[src/rtl/dp_pack_pkg.sv]
package dp_pack_pkg;
  localparam int PK_FRAC_W = 52;
  localparam int PK_EXPF_W = 11;
  localparam int PK_EXT_W  = 3;
  localparam int PK_EXPI_W = 16;

  typedef enum logic [1:0] {
    RM_NEAR = 2'd0,
    RM_ZERO = 2'd1,
    RM_UP   = 2'd2,
    RM_DOWN = 2'd3
  } rmode_e;
endpackage

[src/rtl/dp_sticky_shr.sv]
module dp_sticky_shr #(
  parameter int W  = 56,
  parameter int AW = 18
) (
  input  logic [W-1:0]  m_i,
  input  logic [AW-1:0] amt_i,
  output logic [W-1:0]  m_o
);
  logic [W-1:0] lost_mask;
  logic         sticky;

  always_comb begin
    if (amt_i >= AW'(W)) begin
      lost_mask = '1;
      sticky    = |m_i;
      m_o       = {{(W-1){1'b0}}, sticky};
    end else begin
      lost_mask = ~({W{1'b1}} << amt_i);
      sticky    = |(m_i & lost_mask);
      m_o       = (m_i >> amt_i) | {{(W-1){1'b0}}, sticky};
    end
  end
endmodule

[src/rtl/dp_round_inc.sv]
module dp_round_inc
  import dp_pack_pkg::*;
#(
  parameter int W     = 56,
  parameter int EXT_W = 3
) (
  input  logic [W-1:0] m_i,
  input  logic         sign_i,
  input  logic [1:0]   rmode_i,
  output logic [W:0]   m_o,
  output logic         inexact_o
);
  localparam int WP = W + 1;
  localparam logic [W:0] HALF_M1 = WP'((1 << (EXT_W - 1)) - 1);
  localparam logic [W:0] ULP     = WP'(1 << EXT_W);

  logic [W:0] incr;

  always_comb begin
    inexact_o = |m_i[EXT_W-1:0];
    incr      = '0;
    unique case (rmode_e'(rmode_i))
      RM_NEAR: incr = HALF_M1 + WP'(m_i[EXT_W]);
      RM_ZERO: incr = '0;
      RM_UP:   if (!sign_i) incr = ULP;
      RM_DOWN: if (sign_i)  incr = ULP;
      default: incr = '0;
    endcase
    m_o = {1'b0, m_i} + (inexact_o ? incr : '0);
  end
endmodule

[src/rtl/dp_sat_sel.sv]
module dp_sat_sel
  import dp_pack_pkg::*;
#(
  parameter int FRAC_W = 52,
  parameter int EXPF_W = 11,
  parameter bit FLUSH  = 1'b0
) (
  input  logic                     sign_i,
  input  logic [1:0]               rmode_i,
  output logic [FRAC_W+EXPF_W:0]   word_o
);
  localparam int MAG_W = FRAC_W + EXPF_W;
  localparam logic [MAG_W-1:0] MAG_INF  = {{EXPF_W{1'b1}}, {FRAC_W{1'b0}}};
  localparam logic [MAG_W-1:0] MAG_MAX  = {{(EXPF_W-1){1'b1}}, 1'b0, {FRAC_W{1'b1}}};
  localparam logic [MAG_W-1:0] MAG_TINY = MAG_W'(1);

  logic [MAG_W-1:0] mag;
  logic             away;

  // direction pointing away from zero for this sign
  always_comb begin
    away = (rmode_e'(rmode_i) == RM_UP   && !sign_i) ||
           (rmode_e'(rmode_i) == RM_DOWN &&  sign_i);
  end

  generate
    if (FLUSH) begin : g_flush
      always_comb mag = away ? MAG_TINY : '0;
    end else begin : g_ovf
      always_comb mag = (away || rmode_e'(rmode_i) == RM_NEAR) ? MAG_INF : MAG_MAX;
    end
  endgenerate

  assign word_o = {sign_i, mag};
endmodule

[src/rtl/dp_round_pack.sv]
module dp_round_pack
  import dp_pack_pkg::*;
#(
  parameter int FRAC_W = PK_FRAC_W,
  parameter int EXPF_W = PK_EXPF_W,
  parameter int EXT_W  = PK_EXT_W,
  parameter int EXPI_W = PK_EXPI_W
) (
  input  logic                             clk_i,
  input  logic                             rst_ni,
  input  logic                             valid_i,
  input  logic                             sign_i,
  input  logic signed [EXPI_W-1:0]         exp_i,
  input  logic [FRAC_W+EXT_W:0]            sig_i,
  input  logic [1:0]                       rmode_i,
  input  logic                             flush_den_i,
  input  logic                             uf_trap_en_i,
  output logic                             valid_o,
  output logic [FRAC_W+EXPF_W:0]           result_o,
  output logic                             ovf_o,
  output logic                             unf_o,
  output logic                             inx_o
);
  localparam int SIG_W  = FRAC_W + 1 + EXT_W;
  localparam int WORD_W = FRAC_W + EXPF_W + 1;
  localparam int MANT_W = FRAC_W + 1;
  localparam int EW     = EXPI_W + 2;
  localparam int BIAS   = (1 << (EXPF_W - 1)) - 1;
  localparam logic signed [EW-1:0] EMIN_E = EW'(1 - BIAS);
  localparam logic signed [EW-1:0] EMAX_E = EW'(BIAS);
  localparam logic signed [EW-1:0] EDGE_E = EW'(-BIAS);
  localparam logic signed [EW-1:0] BIAS_E = EW'(BIAS);

  logic signed [EW-1:0] e_in, e1, e2;
  logic [EW-1:0]        shift_amt;
  logic                 tiny_in, edge_carry;
  logic [SIG_W-1:0]     m_shift, m1, m2;
  logic [SIG_W:0]       rnd_a, rnd_b;
  logic                 inx_a_unused, inx1, ext_nz_b;
  logic [MANT_W-1:0]    mant;
  logic [WORD_W-1:0]    word_ovf, word_flush, word_d;
  logic                 ovf_d, unf_d, inx_d;

  assign e_in      = {{(EW-EXPI_W){exp_i[EXPI_W-1]}}, exp_i};
  assign tiny_in   = e_in < EMIN_E;
  assign shift_amt = EMIN_E - e_in;

  dp_sticky_shr #(.W(SIG_W), .AW(EW)) i_shr (
    .m_i(sig_i), .amt_i(shift_amt), .m_o(m_shift)
  );

  // trial rounding of the raw significand for the one-below-minimum case
  dp_round_inc #(.W(SIG_W), .EXT_W(EXT_W)) i_rnd_edge (
    .m_i(sig_i), .sign_i(sign_i), .rmode_i(rmode_i),
    .m_o(rnd_a), .inexact_o(inx_a_unused)
  );

  assign edge_carry = (e_in == EDGE_E) && rnd_a[SIG_W];

  always_comb begin
    inx1 = 1'b0;
    if (tiny_in && edge_carry) begin
      m1 = rnd_a[SIG_W:1];
      m1[EXT_W-1:0] = '0;
      e1 = EMIN_E;
      inx1 = 1'b1;
    end else if (tiny_in) begin
      m1 = m_shift;
      e1 = EMIN_E;
    end else begin
      m1 = sig_i;
      e1 = e_in;
    end
  end

  dp_round_inc #(.W(SIG_W), .EXT_W(EXT_W)) i_rnd_main (
    .m_i(m1), .sign_i(sign_i), .rmode_i(rmode_i),
    .m_o(rnd_b), .inexact_o(ext_nz_b)
  );

  always_comb begin
    if (rnd_b[SIG_W]) begin
      m2 = rnd_b[SIG_W:1];
      e2 = e1 + EW'(1);
    end else begin
      m2 = rnd_b[SIG_W-1:0];
      e2 = e1;
    end
    mant = m2[SIG_W-1:EXT_W];
  end

  dp_sat_sel #(.FRAC_W(FRAC_W), .EXPF_W(EXPF_W), .FLUSH(1'b0)) i_sat_ovf (
    .sign_i(sign_i), .rmode_i(rmode_i), .word_o(word_ovf)
  );

  dp_sat_sel #(.FRAC_W(FRAC_W), .EXPF_W(EXPF_W), .FLUSH(1'b1)) i_sat_flush (
    .sign_i(sign_i), .rmode_i(rmode_i), .word_o(word_flush)
  );

  always_comb begin
    ovf_d = 1'b0;
    unf_d = ext_nz_b && !m1[SIG_W-1];
    inx_d = inx1 || ext_nz_b;
    if (flush_den_i && tiny_in) begin
      word_d = word_flush;
      unf_d  = 1'b1;
      inx_d  = 1'b1;
    end else if (e2 > EMAX_E) begin
      word_d = word_ovf;
      ovf_d  = 1'b1;
      inx_d  = 1'b1;
    end else if (!mant[MANT_W-1]) begin
      word_d = {sign_i, {EXPF_W{1'b0}}, mant[FRAC_W-1:0]};
      unf_d  = unf_d || uf_trap_en_i;
    end else begin
      word_d = {sign_i, EXPF_W'(e2 + BIAS_E), mant[FRAC_W-1:0]};
    end
  end

  always_ff @(posedge clk_i or negedge rst_ni) begin
    if (!rst_ni) begin
      valid_o  <= 1'b0;
      result_o <= '0;
      ovf_o    <= 1'b0;
      unf_o    <= 1'b0;
      inx_o    <= 1'b0;
    end else begin
      valid_o <= valid_i;
      if (valid_i) begin
        result_o <= word_d;
        ovf_o    <= ovf_d;
        unf_o    <= unf_d;
        inx_o    <= inx_d;
      end
    end
  end
endmodule

[config.mk]
export PLATFORM = sky130hd
export DESIGN_NAME = dp_round_pack
export DESIGN_NICKNAME = d
export VERILOG_FILES = /design/src/rtl/dp_pack_pkg.sv /design/src/rtl/dp_sticky_shr.sv /design/src/rtl/dp_round_inc.sv /design/src/rtl/dp_sat_sel.sv /design/src/rtl/dp_round_pack.sv
export SDC_FILE = /design/constraint.sdc
export NUM_CORES = 1
export LEC_CHECK = 0
export BUFFER_PORTS_ARGS = -buffer_cell sky130_fd_sc_hd__buf_2
export CORE_MARGIN = 5
export CORE_UTILIZATION = 35
export CTS_CLUSTER_SIZE = 25
export DETAILED_ROUTE_END_ITERATION = 8
export MAX_ROUTING_LAYER = met4
export SLEW_MARGIN = 10
export SYNTH_ARGS = -nofsm -noshare
export SYNTH_HDL_FRONTEND = slang
export SYNTH_SLANG_ARGS = --single-unit
[constraint.sdc]
create_clock -name clk_i -period 1.4 [get_ports clk_i]
set_input_delay 0.21 -clock clk_i [delete_from_list [all_inputs] [get_ports clk_i]]
set_output_delay 0.21 -clock clk_i [all_outputs]
set_load 0.005 [all_outputs]
==> impl_metrics.toml, run 1 <==
[worst_setup_path]
critPathSlowestCell = "or4b_4"
worst_ep_required_time_ns = 1.61
path_class = "input port to register"
worst_r2r_endpoint = "result_o[52]"
path_common_cell = "buf_4"
crit_path_end_kind = "register"
cp-endpoint = "result_o[24]"
critPathLaunchType = "input port"
critPathLaunch = "exp_i[0]"
r2r-start = "result_o[52]"
slowest_delay_ns = 0.49
cp.arrival_ns = 6.52
r2r_cells = 2
ff2ff_setup_slack_ns = 0.44
crit_path_max_fanout = 8

[final_layout]
multi_input_area_mm2 = 0.0112
layout-drive-gt1-share = 0.498
nets = 2524
areaGrowthSynthToFinish_pct = 67.1
fin_cells = 2898
final_area_mm2 = 0.0212
fillers = 3162
regArea_mm2 = 0.00170

[status]
violations = "setup timing"
status = "finished, violations left"

[logic_synthesis]
synth_edf_count = 0
post-synth-top-area-fraction = 0.134
syn_nets = 1796
synth_top_area_cell = "dfrtp_1"
yosys-top-cells-area = "dfrtp_1 13%, mux2i_1 8.4%, mux4_2 5.0%, nand2_1 4.4%, nor2_1 4.1%"
synth_cells = 1703
syn_area_mm2 = 0.0127
synth_ff_type = "dfrtp_1"
syn_area_per_cell_um2 = 7.45
ys_warn_count = 0
ys_ff_latch = 68
yosysUniqueCellTypes = 107
ys_seq_area_frac = 0.134
synth-async-reset-ratio = 1.00

[power_and_ir_drop]
leakage_uw = 0.00940
ir_drop_mv = 0.546
power_density_mw_per_mm2 = 646
p_total_uw = 13700

[sta]
layout_setup_ws_ns = -4.91
finClkSkew_ns = 0
relSlewSlack = 0.210
fin_crit_sh = 4.50
hold_violations = 0
setup_violations = 66
fin_tns_setup_ns = -317.46
worstMarginPinSlew_ns = 1.18
fmax_mhz = 159
rsz0062_at_grt = "true"
slew_violations = 0
final.min_clock_period_ns = 6.31

[placement]
place_ws_ns = -5.53
gp_congestion = 1.05
dp_cells = 2817
hpwlAfterDp_mm = 64.7
place_area_mm2 = 0.0188
io_buffers = 147

[clocking]
cts_tree = "built"
clk_pin_slew_ns = 0.07
cts_buffers = 9
h-tree-depth = 3
numClockSinks = 68
cts_root_buffer = "clkbuf_16"
clockBufferDepth = 2
insertion_delay_ns = 0.33

[worst_hold_path]
min_path_type = "input port to register"
hp-start = "sign_i"
hold_depth = 3

[grt]
grt_overflow = 0
grt_pass1_vias = 18300
grt_pass1_wl_mm = 122
grt_max_degree = 65
antenna_found_initial = 1
grt_use_total = 0.409

[floorplan]
initial_core_util = 0.356
core_mm2 = 0.0357
die-area_mm2 = 0.0402
pin_count = 148
rows = 69
die_w_um = 200
die_h_um = 200

[drt]
drt-vias-per-instance = 6.39
detail-route-antenna-nets = 0
drc = 0
wl_per_cell_um = 29.4
drt-total-wl_mm = 85.3
vias = 18500
drt_first_pass_iters = 6
drt_iter0_drc = 2089

[flow_run]
maxCapViolations = 0
placed cells by master, fill, tap and decap left out, types with 28 or more instances in the layout:
master,netlist,final
buf_4,11,682
buf_2,46,145
nand2_1,148,144
mux2i_1,107,105
nor2_1,137,104
inv_1,91,89
dfrtp_1,68,68
nand4_1,64,64
o21ai_0,61,58
a21oi_1,74,53
nand3_1,49,45
o22ai_2,21,43
nor3_1,46,40
mux2_2,38,38
nor2_4,0,31
nor4_1,40,30
xnor2_1,33,29
mux4_2,28,28
metal layers:
metal,track usage,vias to the layer above,part of all wire
li1,-,7940,-
met1,0.535,9005,0.40
met2,0.624,1276,0.44
met3,0.0641,311,0.095
met4,0.186,0,0.063
met5,-,-,0
kinds of logic after synthesis:
kind of cell    after synthesis  synth area share
mux                         174             0.169
xor+xnor                     55            0.0403
compound gates              458             0.264
fa+ha+maj                    13            0.0128
flops                        68             0.134
simple gates                666             0.286
buf+inv                     269            0.0938
critical path: cells and delay by family:
family / cells / cell delay, ns
and+or+nand+nor: 13 / 2.50
AOI/OAI and AO/OA: 10 / 1.98
buffers and inverters: 10 / 1.46
adders and majority gates: 1 / 0.32
cell usage after synthesis, types with 46 or more instances:
| master | n |
|---|---|
| nand2_1 | 148 |
| nand4_1 | 64 |
| dfrtp_1 | 68 |
| inv_1 | 91 |
| nor3_1 | 46 |
| clkbuf_1 | 98 |
| buf_2 | 46 |
| mux2i_1 | 107 |
| nand3_1 | 49 |
| nor2_1 | 137 |
| o21ai_0 | 61 |
| a21oi_1 | 74 |
through the flow:
step | hold WS (ns) | util
2_1_floorplan | -0.0856 | -
3_3_place_gp | 0.110 | 0.526
3_5_place_dp | 0.113 | 0.526
4_1_cts | 0.255 | 0.582
5_1_grt | 0.271 | 0.595
6_report | 0.249 | 0.595
cell type report:
cell class              count  share of cell area
clock buffers              10              0.0113
multi-input cells        1366               0.527
flip-flops and latches     68              0.0802
diodes                      1            0.000118
repair buffers            893               0.334
inverters                  93              0.0169
clock inverters             6             0.00336
well taps                 461              0.0272
timing repair:
item	4_1_cts	5_1_grt
endpoints found under the setup margin	66	66
hold endpoints to repair	11	0
hold buffers	1	0
pin swaps	71	60
setup buffers	47	7
resized for setup	187	86
cloned	16	0
registers in the layout (all words and copies together), names as in the netlist:
name,count
inx_o,1
ovf_o,1
result_o,64
unf_o,1
valid_o,1
power by group:
group / internal [uW] / total, uW / switching [uW]
registers: 2200 / 2350 / 151
clock network: 1450 / 2430 / 990
logic: 3990 / 8910 / 4920
how the worst min path moves through the flow:
stage | slack, ns | end
4_1_cts | 0.25 | result_o[63]
3_3_place_gp | 0.11 | result_o[58]
5_1_grt | 0.27 | valid_o
6_report | 0.25 | result_o[63]
2_1_floorplan | -0.09 | inx_o
3_5_place_dp | 0.11 | result_o[58]
(Power assumes the default switching activity.)
==> inputs of run 2 (changes only) <==
TNS_END_PERCENT = 20   (was unset)
clock period = 7.9 ns   (was 1.4 ns; I/O delays follow)
==> impl_metrics.toml, run 2 (synthesis results as in run 1) <==
[status]
status = "complete, no violations"

[sta]
final.min_clock_period_ns = 7.65
fmax_mhz = 131
relSlewSlack = 0.135
layout_setup_ws_ns = 0.250
slew_violations = 0
fin_tns_setup_ns = 0
hold_violations = 0
finClkSkew_ns = 0
setup_violations = 0
fin_crit_sh = 0.968
worstMarginPinSlew_ns = 1.30

[drt]
drt-vias-per-instance = 6.75
drt_first_pass_iters = 6
vias = 16100
drt_iter0_drc = 1929
drt-total-wl_mm = 73.3
wl_per_cell_um = 30.8
detail-route-antenna-nets = 0
drc = 0

[clocking]
h-tree-depth = 3
numClockSinks = 68
clk_pin_slew_ns = 0.05
cts_tree = "built"
clockBufferDepth = 2
cts_buffers = 9
cts_hold_buf = 0
insertion_delay_ns = 0.33
cts_root_buffer = "clkbuf_16"

[worst_setup_path]
ff2ff_setup_slack_ns = 6.93
r2r-start = "result_o[52]"
critPathSlowestCell = "or4_1"
path_class = "input port to register"
r2r_cells = 2
path_common_cell = "nand4_1"
critPathLaunchType = "input port"
worst_r2r_endpoint = "result_o[52]"
crit_path_max_fanout = 12
crit_path_end_kind = "register"
worst_ep_required_time_ns = 8.08
slowest_delay_ns = 0.55
cp.arrival_ns = 7.83

[placement]
place_ws_ns = -0.0818
place_area_mm2 = 0.0151
gp_congestion = 1.08
io_buffers = 147
hpwlAfterDp_mm = 56.6

[power_and_ir_drop]
power_switching_uw = 917
p_seq_frac = 0.204
swShare = 0.455
ir_drop_mv = 0.105
power_density_mw_per_mm2 = 128
pwr-share-clk = 0.217
intPower_uw = 1100
leakage_uw = 0.00646
p_comb_frac = 0.579

[final_layout]
areaGrowthSynthToFinish_pct = 24.3
top_register = "result_o"
fillers = 3711
final_area_mm2 = 0.0158
final_cell_mix = "211 x buf_4, 147 x nand2_1, 146 x buf_2"
mostFrequentLayoutCell = "buf_4"
nets = 2004
layout-drive-gt1-share = 0.301
largest_register_ffs = 64

[grt]
grt_use_total = 0.352
grt_overflow = 0
grt_pass1_wl_mm = 106
antenna_found_initial = 3
grt_max_degree = 72
grt_pass1_vias = 15400

[worst_hold_path]
hp-start = "result_o[63]"
hold_depth = 1
min_to = "result_o[63]"
min_path_type = "register to register"

[floorplan]
initial_core_util = 0.356
die_w_um = 200
die_h_um = 200
core_mm2 = 0.0357
die-area_mm2 = 0.0402
pin_count = 148
rows = 69

[flow_run]
maxCapViolations = 0
run 2: per-stage QoR:
step | std cells | total power, uW | hold WS [ns] | utilization
finish | 2380 | 2020 | 0.500 | 0.442
global route | 2380 | 2090 | 0.527 | 0.442
CTS | 2367 | 1960 | 0.504 | 0.434
detailed placement | 2351 | 1510 | 0.492 | 0.424
global placement | 2351 | 1510 | 0.486 | 0.424
floorplan | 1703 | 1040 | 0.505 | -
run 2: per-layer routing:
| metal | up-vias | track usage | part of all wire | wire, um |
|---|---|---|---|---|
| li1 | 6883 | - | - | - |
| met1 | 7742 | 0.478 | 0.42 | 30600 |
| met2 | 1159 | 0.504 | 0.41 | 30300 |
| met3 | 271 | 0.0635 | 0.11 | 7770 |
| met4 | 0 | 0.176 | 0.063 | 4590 |
| met5 | - | - | 0 | 0 |
run 2: worst max-delay path by stage:
stage,startpoint,to,slack [ns],depth (start not counted)
2_1_floorplan,exp_i[0],result_o[62],0.01,40
3_3_place_gp,exp_i[0],result_o[62],0.04,34
3_5_place_dp,exp_i[0],result_o[19],-0.08,29
4_1_cts,exp_i[0],result_o[62],0.27,32
5_1_grt,exp_i[0],result_o[62],-0.12,34
6_report,exp_i[0],result_o[62],0.25,30
run 2: power groups by stage:
stage,clock (uW),sequential [uW],combinational [uW]
6_report,437,412,1170
5_1_grt,459,418,1210
4_1_cts,443,413,1100
3_5_place_dp,0,418,1100
3_3_place_gp,0,417,1100
2_1_floorplan,0,420,618
run 2: layout make-up:
type,count,area [um^2],share of cell area
Antenna cell,3,7.51,0.000476
Clock buffer,9,225,0.0143
Clock inverter,7,97.6,0.00619
Inverter,93,352,0.0223
Multi-Input combinational cell,1367,10200,0.646
Sequential cell,68,1700,0.108
Tap cell,461,577,0.0366
Timing Repair Buffer,372,2630,0.167
run 2: timing repair:
action | CTS | global route
gates resized for setup | 0 | 36
buffers inserted | 0 | 6
hold endpoints to repair | 0 | 0
endpoints found under the setup margin | 0 | 65
run 2: critical path, delay by kind of cell:
kind | cells | cell delay [ns]
AO/OA/AOI/OAI | 5 | 1.33
XOR/XNOR | 2 | 0.27
multiplexers | 1 | 0.21
AND/OR/NAND/NOR | 17 | 3.75
buffers and inverters | 2 | 0.34
adder cells (fa/ha/maj) | 3 | 0.75
